==> config.mk <==
export PLATFORM = sky130hd
export DESIGN_NAME = owid_rom_ctrl
export DESIGN_NICKNAME = d
export VERILOG_FILES = /design/src/rtl/owid_pkg.sv /design/src/rtl/owid_crc_gen.sv /design/src/rtl/owid_id_store.sv /design/src/rtl/owid_cmd_fsm.sv /design/src/rtl/owid_rom_ctrl.sv
export SDC_FILE = /design/constraint.sdc
export NUM_CORES = 1
export LEC_CHECK = 0
export BUFFER_PORTS_ARGS = -buffer_cell sky130_fd_sc_hd__buf_2
export CAP_MARGIN = 20
export CORE_MARGIN = 3
export CORE_UTILIZATION = 28
export DETAILED_ROUTE_END_ITERATION = 6
export GPL_TIMING_DRIVEN = 0
export SLEW_MARGIN = 20
export SYNTH_ARGS = -nofsm -noshare
export SYNTH_HDL_FRONTEND = slang
export SYNTH_HIERARCHICAL = 1
export SYNTH_SLANG_ARGS = --single-unit
==> constraint.sdc <==
create_clock -name clk -period 2.9 [get_ports clk]
set_clock_uncertainty 0.2 [all_clocks]
set_input_delay 0.58 -clock clk [delete_from_list [all_inputs] [get_ports clk]]
set_output_delay 0.58 -clock clk [all_outputs]
set_load 0.03 [all_outputs]
==> src/rtl/owid_pkg.sv <==
package owid_pkg;

  typedef enum logic [2:0] {
    ST_PARK,
    ST_CMD,
    ST_READ,
    ST_MATCH,
    ST_SEARCH,
    ST_SEL
  } owid_state_e;

  localparam int CMD_W = 8;

  localparam logic [CMD_W-1:0] CMD_READ   = 8'h33;
  localparam logic [CMD_W-1:0] CMD_MATCH  = 8'h55;
  localparam logic [CMD_W-1:0] CMD_SKIP   = 8'hCC;
  localparam logic [CMD_W-1:0] CMD_SEARCH = 8'hF0;

  // x^8+x^5+x^4+1 in shift-right (reflected) form
  localparam logic [7:0] CRC_REFL = 8'h8C;

  function automatic logic [7:0] crc8_step(input logic [7:0] c, input logic b);
    logic fb;
    fb = c[0] ^ b;
    return (c >> 1) ^ (fb ? CRC_REFL : 8'h00);
  endfunction

endpackage

==> src/rtl/owid_crc_gen.sv <==
module owid_crc_gen #(
  parameter int DATA_W = 56
) (
  input  logic              clk,
  input  logic              rst,
  input  logic [DATA_W-1:0] data_in,
  output logic [7:0]        crc_out,
  output logic              done
);
  import owid_pkg::*;

  localparam int CNT_W = $clog2(DATA_W + 1);
  localparam logic [CNT_W-1:0] CNT_LAST = CNT_W'(DATA_W - 1);

  logic [CNT_W-1:0] cnt;

  always_ff @(posedge clk) begin
    if (rst) begin
      cnt     <= '0;
      crc_out <= '0;
      done    <= 1'b0;
    end else if (!done) begin
      crc_out <= crc8_step(crc_out, data_in[cnt]);
      cnt     <= cnt + 1'b1;
      if (cnt == CNT_LAST) done <= 1'b1;
    end
  end

  AST_CRC_FROZEN: assert property (@(posedge clk) disable iff (rst)
    done |=> (done && $stable(crc_out)));

endmodule

==> src/rtl/owid_id_store.sv <==
module owid_id_store #(
  parameter int          SERIAL_W    = 48,
  parameter logic [7:0]  FAMILY_CODE = 8'h09,
  parameter int          ID_W        = 64,
  parameter int          IDX_W       = 6
) (
  input  logic                clk,
  input  logic                rst,
  input  logic [SERIAL_W-1:0] serial,
  input  logic [IDX_W-1:0]    bit_sel,
  output logic                id_bit
);
  localparam int BODY_W = SERIAL_W + 8;

  logic [7:0]    crc;
  logic          crc_done;
  logic [ID_W-1:0] id_word;

  owid_crc_gen #(.DATA_W(BODY_W)) u_crc (
    .clk     (clk),
    .rst     (rst),
    .data_in ({serial, FAMILY_CODE}),
    .crc_out (crc),
    .done    (crc_done)
  );

  assign id_word = {crc, serial, FAMILY_CODE};
  assign id_bit  = id_word[bit_sel];

  AST_ID_READY_STAYS: assert property (@(posedge clk) disable iff (rst)
    crc_done |=> crc_done);

endmodule

==> src/rtl/owid_cmd_fsm.sv <==
module owid_cmd_fsm #(
  parameter int ID_W  = 64,
  parameter int IDX_W = 6
) (
  input  logic             clk,
  input  logic             rst,
  input  logic             wire_reset,
  input  logic             slot_stb,
  input  logic             slot_val,
  input  logic             id_bit,
  output logic [IDX_W-1:0] bit_sel,
  output logic             tx_en,
  output logic             tx_bit,
  output logic             selected
);
  import owid_pkg::*;

  localparam logic [IDX_W-1:0] CMD_LAST = IDX_W'(CMD_W - 1);
  localparam logic [IDX_W-1:0] ID_LAST  = IDX_W'(ID_W - 1);

  owid_state_e      state;
  logic [IDX_W-1:0] idx;
  logic [1:0]       phase;
  logic [CMD_W-1:0] shreg;
  logic [CMD_W-1:0] cmd_word;

  assign bit_sel  = idx;
  assign cmd_word = {slot_val, shreg[CMD_W-1:1]};

  always_ff @(posedge clk) begin
    if (rst) begin
      state    <= ST_PARK;
      idx      <= '0;
      phase    <= 2'd0;
      shreg    <= '0;
      tx_en    <= 1'b0;
      tx_bit   <= 1'b0;
      selected <= 1'b0;
    end else begin
      tx_en    <= (state == ST_READ) || (state == ST_SEARCH && phase != 2'd2);
      tx_bit   <= (state == ST_SEARCH && phase == 2'd1) ? ~id_bit : id_bit;
      selected <= (state == ST_SEL);
      if (wire_reset) begin
        state <= ST_CMD;
        idx   <= '0;
        phase <= 2'd0;
      end else if (slot_stb) begin
        case (state)
          ST_CMD: begin
            shreg <= cmd_word;
            if (idx == CMD_LAST) begin
              idx <= '0;
              case (cmd_word)
                CMD_READ:   state <= ST_READ;
                CMD_MATCH:  state <= ST_MATCH;
                CMD_SKIP:   state <= ST_SEL;
                CMD_SEARCH: state <= ST_SEARCH;
                default:    state <= ST_PARK;
              endcase
            end else begin
              idx <= idx + 1'b1;
            end
          end
          ST_READ: begin
            if (idx == ID_LAST) begin
              state <= ST_SEL;
              idx   <= '0;
            end else begin
              idx <= idx + 1'b1;
            end
          end
          ST_MATCH: begin
            if (slot_val != id_bit) begin
              state <= ST_PARK;
            end else if (idx == ID_LAST) begin
              state <= ST_SEL;
              idx   <= '0;
            end else begin
              idx <= idx + 1'b1;
            end
          end
          ST_SEARCH: begin
            if (phase != 2'd2) begin
              phase <= phase + 2'd1;
            end else begin
              phase <= 2'd0;
              if (slot_val != id_bit) begin
                state <= ST_PARK;
              end else if (idx == ID_LAST) begin
                state <= ST_SEL;
                idx   <= '0;
              end else begin
                idx <= idx + 1'b1;
              end
            end
          end
          default: ;
        endcase
      end
    end
  end

  AST_CMD_COUNT: assert property (@(posedge clk) disable iff (rst)
    (state == ST_CMD) |-> (idx < IDX_W'(CMD_W)));
  AST_PARK_STICKY: assert property (@(posedge clk) disable iff (rst)
    (state == ST_PARK && !wire_reset) |=> (state == ST_PARK));
  AST_SKIP_NOW: assert property (@(posedge clk) disable iff (rst)
    (state == ST_CMD && slot_stb && !wire_reset && idx == CMD_LAST && cmd_word == CMD_SKIP)
      |=> (state == ST_SEL));
  AST_SEARCH_PHASE: assert property (@(posedge clk) disable iff (rst)
    (state == ST_SEARCH) |-> (phase != 2'd3));
  AST_RESTART: assert property (@(posedge clk) disable iff (rst)
    wire_reset |=> (state == ST_CMD && idx == '0));
  AST_DESELECT: assert property (@(posedge clk) disable iff (rst)
    wire_reset |=> ##1 !selected);
  AST_TX_NOT_SELECTED: assert property (@(posedge clk) disable iff (rst)
    tx_en |-> !selected);

endmodule

==> src/rtl/owid_rom_ctrl.sv <==
module owid_rom_ctrl #(
  parameter int         SERIAL_W    = 48,
  parameter logic [7:0] FAMILY_CODE = 8'h09
) (
  input  logic                clk,
  input  logic                rst,
  input  logic [SERIAL_W-1:0] id_serial,
  input  logic                wire_reset,
  input  logic                slot_stb,
  input  logic                slot_val,
  output logic                tx_en,
  output logic                tx_bit,
  output logic                selected
);
  localparam int ID_W  = SERIAL_W + 16;
  localparam int IDX_W = $clog2(ID_W);

  logic [IDX_W-1:0] bit_sel;
  logic             id_bit;

  owid_id_store #(
    .SERIAL_W    (SERIAL_W),
    .FAMILY_CODE (FAMILY_CODE),
    .ID_W        (ID_W),
    .IDX_W       (IDX_W)
  ) u_id (
    .clk     (clk),
    .rst     (rst),
    .serial  (id_serial),
    .bit_sel (bit_sel),
    .id_bit  (id_bit)
  );

  owid_cmd_fsm #(
    .ID_W  (ID_W),
    .IDX_W (IDX_W)
  ) u_fsm (
    .clk        (clk),
    .rst        (rst),
    .wire_reset (wire_reset),
    .slot_stb   (slot_stb),
    .slot_val   (slot_val),
    .id_bit     (id_bit),
    .bit_sel    (bit_sel),
    .tx_en      (tx_en),
    .tx_bit     (tx_bit),
    .selected   (selected)
  );

endmodule

## Yosys cells after proc, flatten, opt, wreduce, memory -nomap -nowiden

Index checks and enable logic that the tools add are counted.

| storage, ports and cells | value |
|---|---|
| register bits | 37 |
| bits in latches | 0 |
| RAM bits | 0 |
| bits in read-only memories | 0 |
| input port bits | 53 |
| output and inout port bits | 3 |
| logic and storage cells | 73 |
| memories kept | 0 |

| operators by class | value |
|---|---|
| $add $sub $neg | 3 |
| $mul | 0 |
| div/mod/pow operators | 0 |
| magnitude comparators | 2 |
| eq/ne operators | 19 |
| shifts and indexed selects | 0 |
| mux-type cells | 22 |
| bitwise operators | 4 |
| reduce and logical (&&, ||, !) cells | 12 |

Operators by type and width:

| kind | number |
|---|---|
| 6-bit two-way mux | 4 |
| 3-bit one-hot mux with 4 select lines | 2 |
| 6-bit one-hot mux with 4 select lines | 1 |
| 8-bit equality test (second input constant) | 2 |
| 6-bit by 7-bit less-than comparator with 1-bit output (second input constant) | 2 |
| 6-bit by 1-bit adder with 6-bit output (second input constant) | 2 |
| 1-bit binary-select mux with 6-bit select | 2 |
| 6-bit equality test (second input constant) | 2 |
| 3-bit two-way mux | 4 |
| 8-bit by 6-bit equality test with 1-bit output (second input constant) | 1 |
| 8-bit by 7-bit equality test with 1-bit output (second input constant) | 1 |
| 8-bit two-way mux | 1 |
| 4-bit AND reduction | 2 |
| 7-bit by 8-bit bitwise XOR with 8-bit output | 1 |
| 1-bit two-way mux | 7 |
| 3-bit by 2-bit equality test with 1-bit output (second input constant) | 2 |
| 3-bit equality test (second input constant) | 2 |
| 6-bit by 3-bit equality test with 1-bit output (second input constant) | 1 |
| 3-bit AND reduction | 2 |
| 5-bit nonzero test | 1 |
| 2-bit inequality test (second input constant) | 2 |
| 4-bit nonzero test | 1 |
| 3-bit by 1-bit equality test with 1-bit output (second input constant) | 1 |
| 3-bit by 2-bit inequality test with 1-bit output (second input constant) | 1 |
| 13 further kinds | 15 |

## Longest topological paths before layout

| depth | value |
|---|---|
| word-level depth | 8 |
| depth in mapped cells | 12 |
| gate-level depth less buffers | 10 |

## Modules after synthesis

The synthesis kept the hierarchy.

By module, submodules not included:

| module | instances | cells an instance | area an instance (µm²) | sequential area each (µm²) |
|---|---|---|---|---|
| owid_crc_gen | 1 | 139 | 1313.8 | 300.3 |
| owid_cmd_fsm | 1 | 131 | 1172.4 | 420.4 |
| owid_id_store | 1 | 52 | 576.8 | 0.0 |

## Worst setup path after synthesis

No wires, ideal clock.

| timing | value |
|---|---|
| path type | input port to flip-flop |
| start | in id_serial[14] |
| end | reg u_fsm.idx[5], in the netlist u_fsm/bit_sel[5] |
| library setup time | 74 ps |
| arrival | 2789 ps |
| data required time | 2626 ps |
| path slack | -163 ps |
| cell stages on the path | 10 |
| path through | mux4_2 > nor2b_4 > a211oi_2 > a21oi_1 > o221a_1 > xor2_1 > a211oi_1 > o21ai_2 > or4_1 > o21ai_0 |

| on the way | value |
|---|---|
| word-level cells in the longest chain between the ends | 6 |

Ends and longest elaborated chain:

| element | RTL line | RTL |
|---|---|---|
| start: declaration | owid_rom_ctrl.sv:7 | `input logic [SERIAL_W-1:0] id_serial,` |
| 1-bit binary-select mux with 6-bit select * | owid_id_store.sv:28 | `assign id_bit = id_word[bit_sel];` |
| 1-bit two-way mux (not written as such) * | owid_id_store.sv:28 |  |
| named net id_bit | owid_rom_ctrl.sv:19 | `logic id_bit;` |
| 1-bit inequality test * | owid_cmd_fsm.sv:73, owid_cmd_fsm.sv:87 |  |
| 6-bit two-way mux * | n/a |  |
| 6-bit two-way mux | n/a |  |
| 6-bit one-hot mux with 4 select lines * | n/a |  |
| end signal: assignment | owid_cmd_fsm.sv:69 | `idx <= idx + 1'b1;` |
| end signal: assignment | owid_cmd_fsm.sv:79 | `idx <= idx + 1'b1;` |
| end signal: assignment | owid_cmd_fsm.sv:93 | `idx <= idx + 1'b1;` |
| end: declaration | owid_cmd_fsm.sv:22 | `logic [IDX_W-1:0] idx;` |

The timed path passes the listed nets; every way through them passes the cells marked *. The select of a mux whose other input is x is not followed.
A chain may end at the register's enable or synchronous reset.

## Worst setup path in the final report

| timing | value |
|---|---|
| start | reg u_fsm.idx[0], in the netlist u_fsm/bit_sel[0] |
| end | reg u_fsm.idx[5], in the netlist u_fsm/bit_sel[5] |

| on the way | value |
|---|---|
| word-level cells in the longest chain between the ends | 6 |

Ends and longest elaborated chain:

| element | RTL line | RTL |
|---|---|---|
| start signal: assignment | owid_cmd_fsm.sv:61 | `idx <= idx + 1'b1;` |
| start signal: assignment | owid_cmd_fsm.sv:69 |  |
| start signal: assignment | owid_cmd_fsm.sv:79 |  |
| 1-bit binary-select mux with 6-bit select * | owid_id_store.sv:28 |  |
| 1-bit two-way mux (not written as such) * | owid_id_store.sv:28 |  |
| named net id_bit | owid_rom_ctrl.sv:19 |  |
| 1-bit inequality test * | owid_cmd_fsm.sv:73, owid_cmd_fsm.sv:87 |  |
| 6-bit two-way mux * | owid_cmd_fsm.sv:87 | `if (slot_val != id_bit) begin` |
| 6-bit two-way mux | owid_cmd_fsm.sv:83 | `if (phase != 2'd2) begin` |
| 6-bit one-hot mux with 4 select lines * | owid_cmd_fsm.sv:48 | `case (state)` |

Marked as above.

==> results.json <==
{
  "status": "finished with violations",
  "violations": "negative setup slack",
  "r2r_cells": 10,
  "finalHoldViolations": 0,
  "synthCells": 322,
  "initial_utilization_pct": 29.28,
  "power_density_mw_per_mm2": 376.0,
  "ys_seq_area_share_pct": 23.53,
  "holdBufCountCts": 0,
  "fin_crit_ps": 3072,
  "cts_buffers": 5,
  "yosysWarnings": 6,
  "worst_slack_ps": -171.8,
  "ant_nets": 0,
  "multiInputGateArea_mm2": 0.002270,
  "synth_cell_types": 67,
  "top_level_ports": 56,
  "cts_max_level": 2,
  "cts_sinks": 36,
  "finalMaxSlewViolations": 0,
  "postPlaceCellArea_mm2": 0.003543,
  "num_vias": 2804,
  "stdcell_area_mm2": 0.003847,
  "yosys.area.top_type_share_pct": 23.53,
  "grt_max_degree": 13,
  "power.total_mw": 1.447,
  "antenna_found_initial": 0,
  "clk_pin_slew_ps": 80,
  "drive_above_1_share_pct": 31.75,
  "final_net_count": 454,
  "worst_hold_slack_ps": 322.3,
  "cts_tree": "done",
  "coreArea_mm2": 0.01046,
  "period_share_pct": 105.9,
  "r2r_slack_ps": -170,
  "critPathKind": "reg2reg",
  "r2r-end": "u_fsm/bit_sel[5]$_SDFFE_PP0P_",
  "timing.rr.start": "u_fsm/bit_sel[0]$_SDFFE_PP0P_",
  "drt_first_pass_iters": 5,
  "fin_util_pct": 36.77,
  "critical_path_peak_fanout": 8,
  "endpoint_kind": "register",
  "std_cell_rows": 37,
  "wl_per_cell_um": 14.96,
  "synth_top_flop_cell": "dfxtp_1",
  "relSlewSlack_pct": 56.87,
  "critPathCapture": "u_fsm/bit_sel[5]$_SDFFE_PP0P_",
  "drc_errors": 0,
  "critPathLaunchType": "register",
  "yosysTopAreaCell": "dfxtp_1",
  "hp-class": "reg2reg",
  "crit_arrival_ps": 3100,
  "worstSkewPairLatency_ps": 290,
  "overflow": 0,
  "io_buffers": 55,
  "peakVddDrop_mv": 0.2515,
  "area_delta_synth_final_pct": 25.61,
  "routed_wl_mm": 8.020,
  "dp_hpwl_mm": 6.047,
  "syn_area_per_cell_um2": 9.512,
  "grt_pass1_wl_mm": 13.35,
  "vias_per_cell": 5.231,
  "rsz0062_at_grt": "yes",
  "ys_async_sr_fraction_pct": 0,
  "synth_area_mm2": 0.003063,
  "required_ps": 2930,
  "synth_edf_count": 0,
  "die_area_mm2": 0.01223,
  "seqCellArea_um2": 729.5,
  "track_usage_pct": 12.91,
  "n_fill_cell": 1090,
  "power_leakage_nw": 1.461,
  "clock_path_buffers": 2,
  "setup_viol": 7,
  "clk_root_buffer_cell": "clkbuf_8",
  "fp.dieH_um": 110.6,
  "pre_cts_ws_ps": -508.5,
  "diodes": 0,
  "drt_iter0_drc": 149,
  "tightest_slew_ps": 647.0,
  "fmax_mhz": 325.5,
  "gp_congestion": 0.8552,
  "ys_ff_latch": 36,
  "startpoint": "u_fsm/bit_sel[0]$_SDFFE_PP0P_",
  "ys_top_cells_by_area": "dfxtp_1 24%, mux4_1 11%, mux2i_1 8.8%",
  "grt_pass1_vias": 2816,
  "die_w_um": 110.6,
  "max-cap-violations": 0
}
-- state kept, by name (all words and copies together) (netlist names) --
register	cells
u_fsm/tx_bit	1
u_fsm/selected	1
u_id/u_crc/crc_out	8
u_fsm/tx_en	1
u_fsm/phase	2
u_fsm/shreg	7
u_id/u_crc/cnt	6
u_id/u_crc/done	1
u_fsm/bit_sel	6
u_fsm/state	3
-- metal layers --
layer,GRT usage (%),part of all wire (%),vias to the layer above
met4,3.448,0.90,0
met1,16.72,45,1339
li1,-,-,1376
met2,21.93,48,81
met3,2.521,5.8,8
met5,0,0,-
-- timing repair --
action                     4_1_cts  5_1_grt
setup endpoints to repair        9        8
buffers inserted                 9        0
pin swaps                        7        2
resized for setup               20        1
-- metrics by stage --
step	setup TNS, ps	instances
finish	-765.7	536
global route	-1568	536
CTS	-564.6	536
detailed placement	-3279	519
global placement	-3117	519
floorplan	-82.29	328
-- report_power, final --
part           switching (mW)  internal, mW
Clock                   0.193         0.430
Sequential             0.0172         0.511
Combinational           0.146         0.149
-- cell families (layout without fill, tap and decap cells) --
logic type,count (synthesis),after routing,share of synthesized area (%)
flops,36,36,23.53
xor+xnor,7,7,2.002
buf+inv,31,103,5.188
compound gates,59,59,15.16
mux,50,50,26.96
fa+ha+maj,2,2,0.8169
simple gates,135,135,26.10
other cells,2,8,0.2452
-- Yosys cell counts, drive strengths merged, types with 3 or more instances --
master	number
dfxtp	36
nor2	36
mux2i	27
mux4	22
nand2	19
nor3	16
buf	15
a21oi	12
nand3	12
clkbuf	9
nor2b	9
o21ai	9
nand3b	8
nor4bb	8
inv	7
xor2	6
a211oi	4
nand2b	4
nor3b	4
o211ai	4
o21a	4
a31oi	3
o2111ai	3
o211a	3
o41ai	3
or4	3
-- final cells by class --
| cell class | instances | share of cell area [%] |
|---|---|---|
| multi-input combinational | 261 | 58.99 |
| sequential | 36 | 18.96 |
| timing repair buffer | 64 | 8.911 |
| tap | 136 | 4.423 |
| buffer | 24 | 3.902 |
| clock inverter | 3 | 2.341 |
| clock buffer | 5 | 1.789 |
| inverter | 7 | 0.6829 |
-- worst max-delay path: stages, from the launching register on --
cell	delay (ps)
dfxtp_4	370
buf_12	140
mux4_1	540
mux2i_1	230
a311oi_1	150
o221a_4	280
xor2_4	180
a211oi_2	260
o21ai_2	150
or4_1	410
o21ai_1	80
-- layout by cell type, fill, tap and decap left out, types with 8 or more instances in the layout --
| master | n |
|---|---|
| nor2b_1 | 8 |
| buf_2 | 62 |
| nor2_1 | 36 |
| nand3_1 | 10 |
| conb_1 | 8 |
| clkbuf_1 | 9 |
| buf_4 | 10 |
| a21oi_1 | 11 |
| nor3_1 | 12 |
| mux4_2 | 11 |
| mux2i_1 | 27 |
| nor4bb_1 | 8 |
| nand2_1 | 18 |
| mux4_1 | 11 |
| dfxtp_1 | 33 |
-- worst min path at each step --
stage	startpoint	to	slack (ps)	depth (start not counted)
3_3_place_gp	u_fsm/phase[1]$_SDFFE_PP0P_	u_fsm/phase[1]$_SDFFE_PP0P_	290	2
4_1_cts	u_fsm/phase[1]$_SDFFE_PP0P_	u_fsm/phase[1]$_SDFFE_PP0P_	320	2
3_5_place_dp	u_fsm/phase[1]$_SDFFE_PP0P_	u_fsm/phase[1]$_SDFFE_PP0P_	310	2
2_1_floorplan	u_fsm/phase[1]$_SDFFE_PP0P_	u_fsm/phase[1]$_SDFFE_PP0P_	280	2
6_report	u_id/u_crc/crc_out[1]$_SDFFE_PP0N_	u_id/u_crc/crc_out[0]$_SDFFE_PP0N_	320	2
5_1_grt	u_fsm/phase[1]$_SDFFE_PP0P_	u_fsm/phase[1]$_SDFFE_PP0P_	340	2
Power figures use the tool's default switching activity.
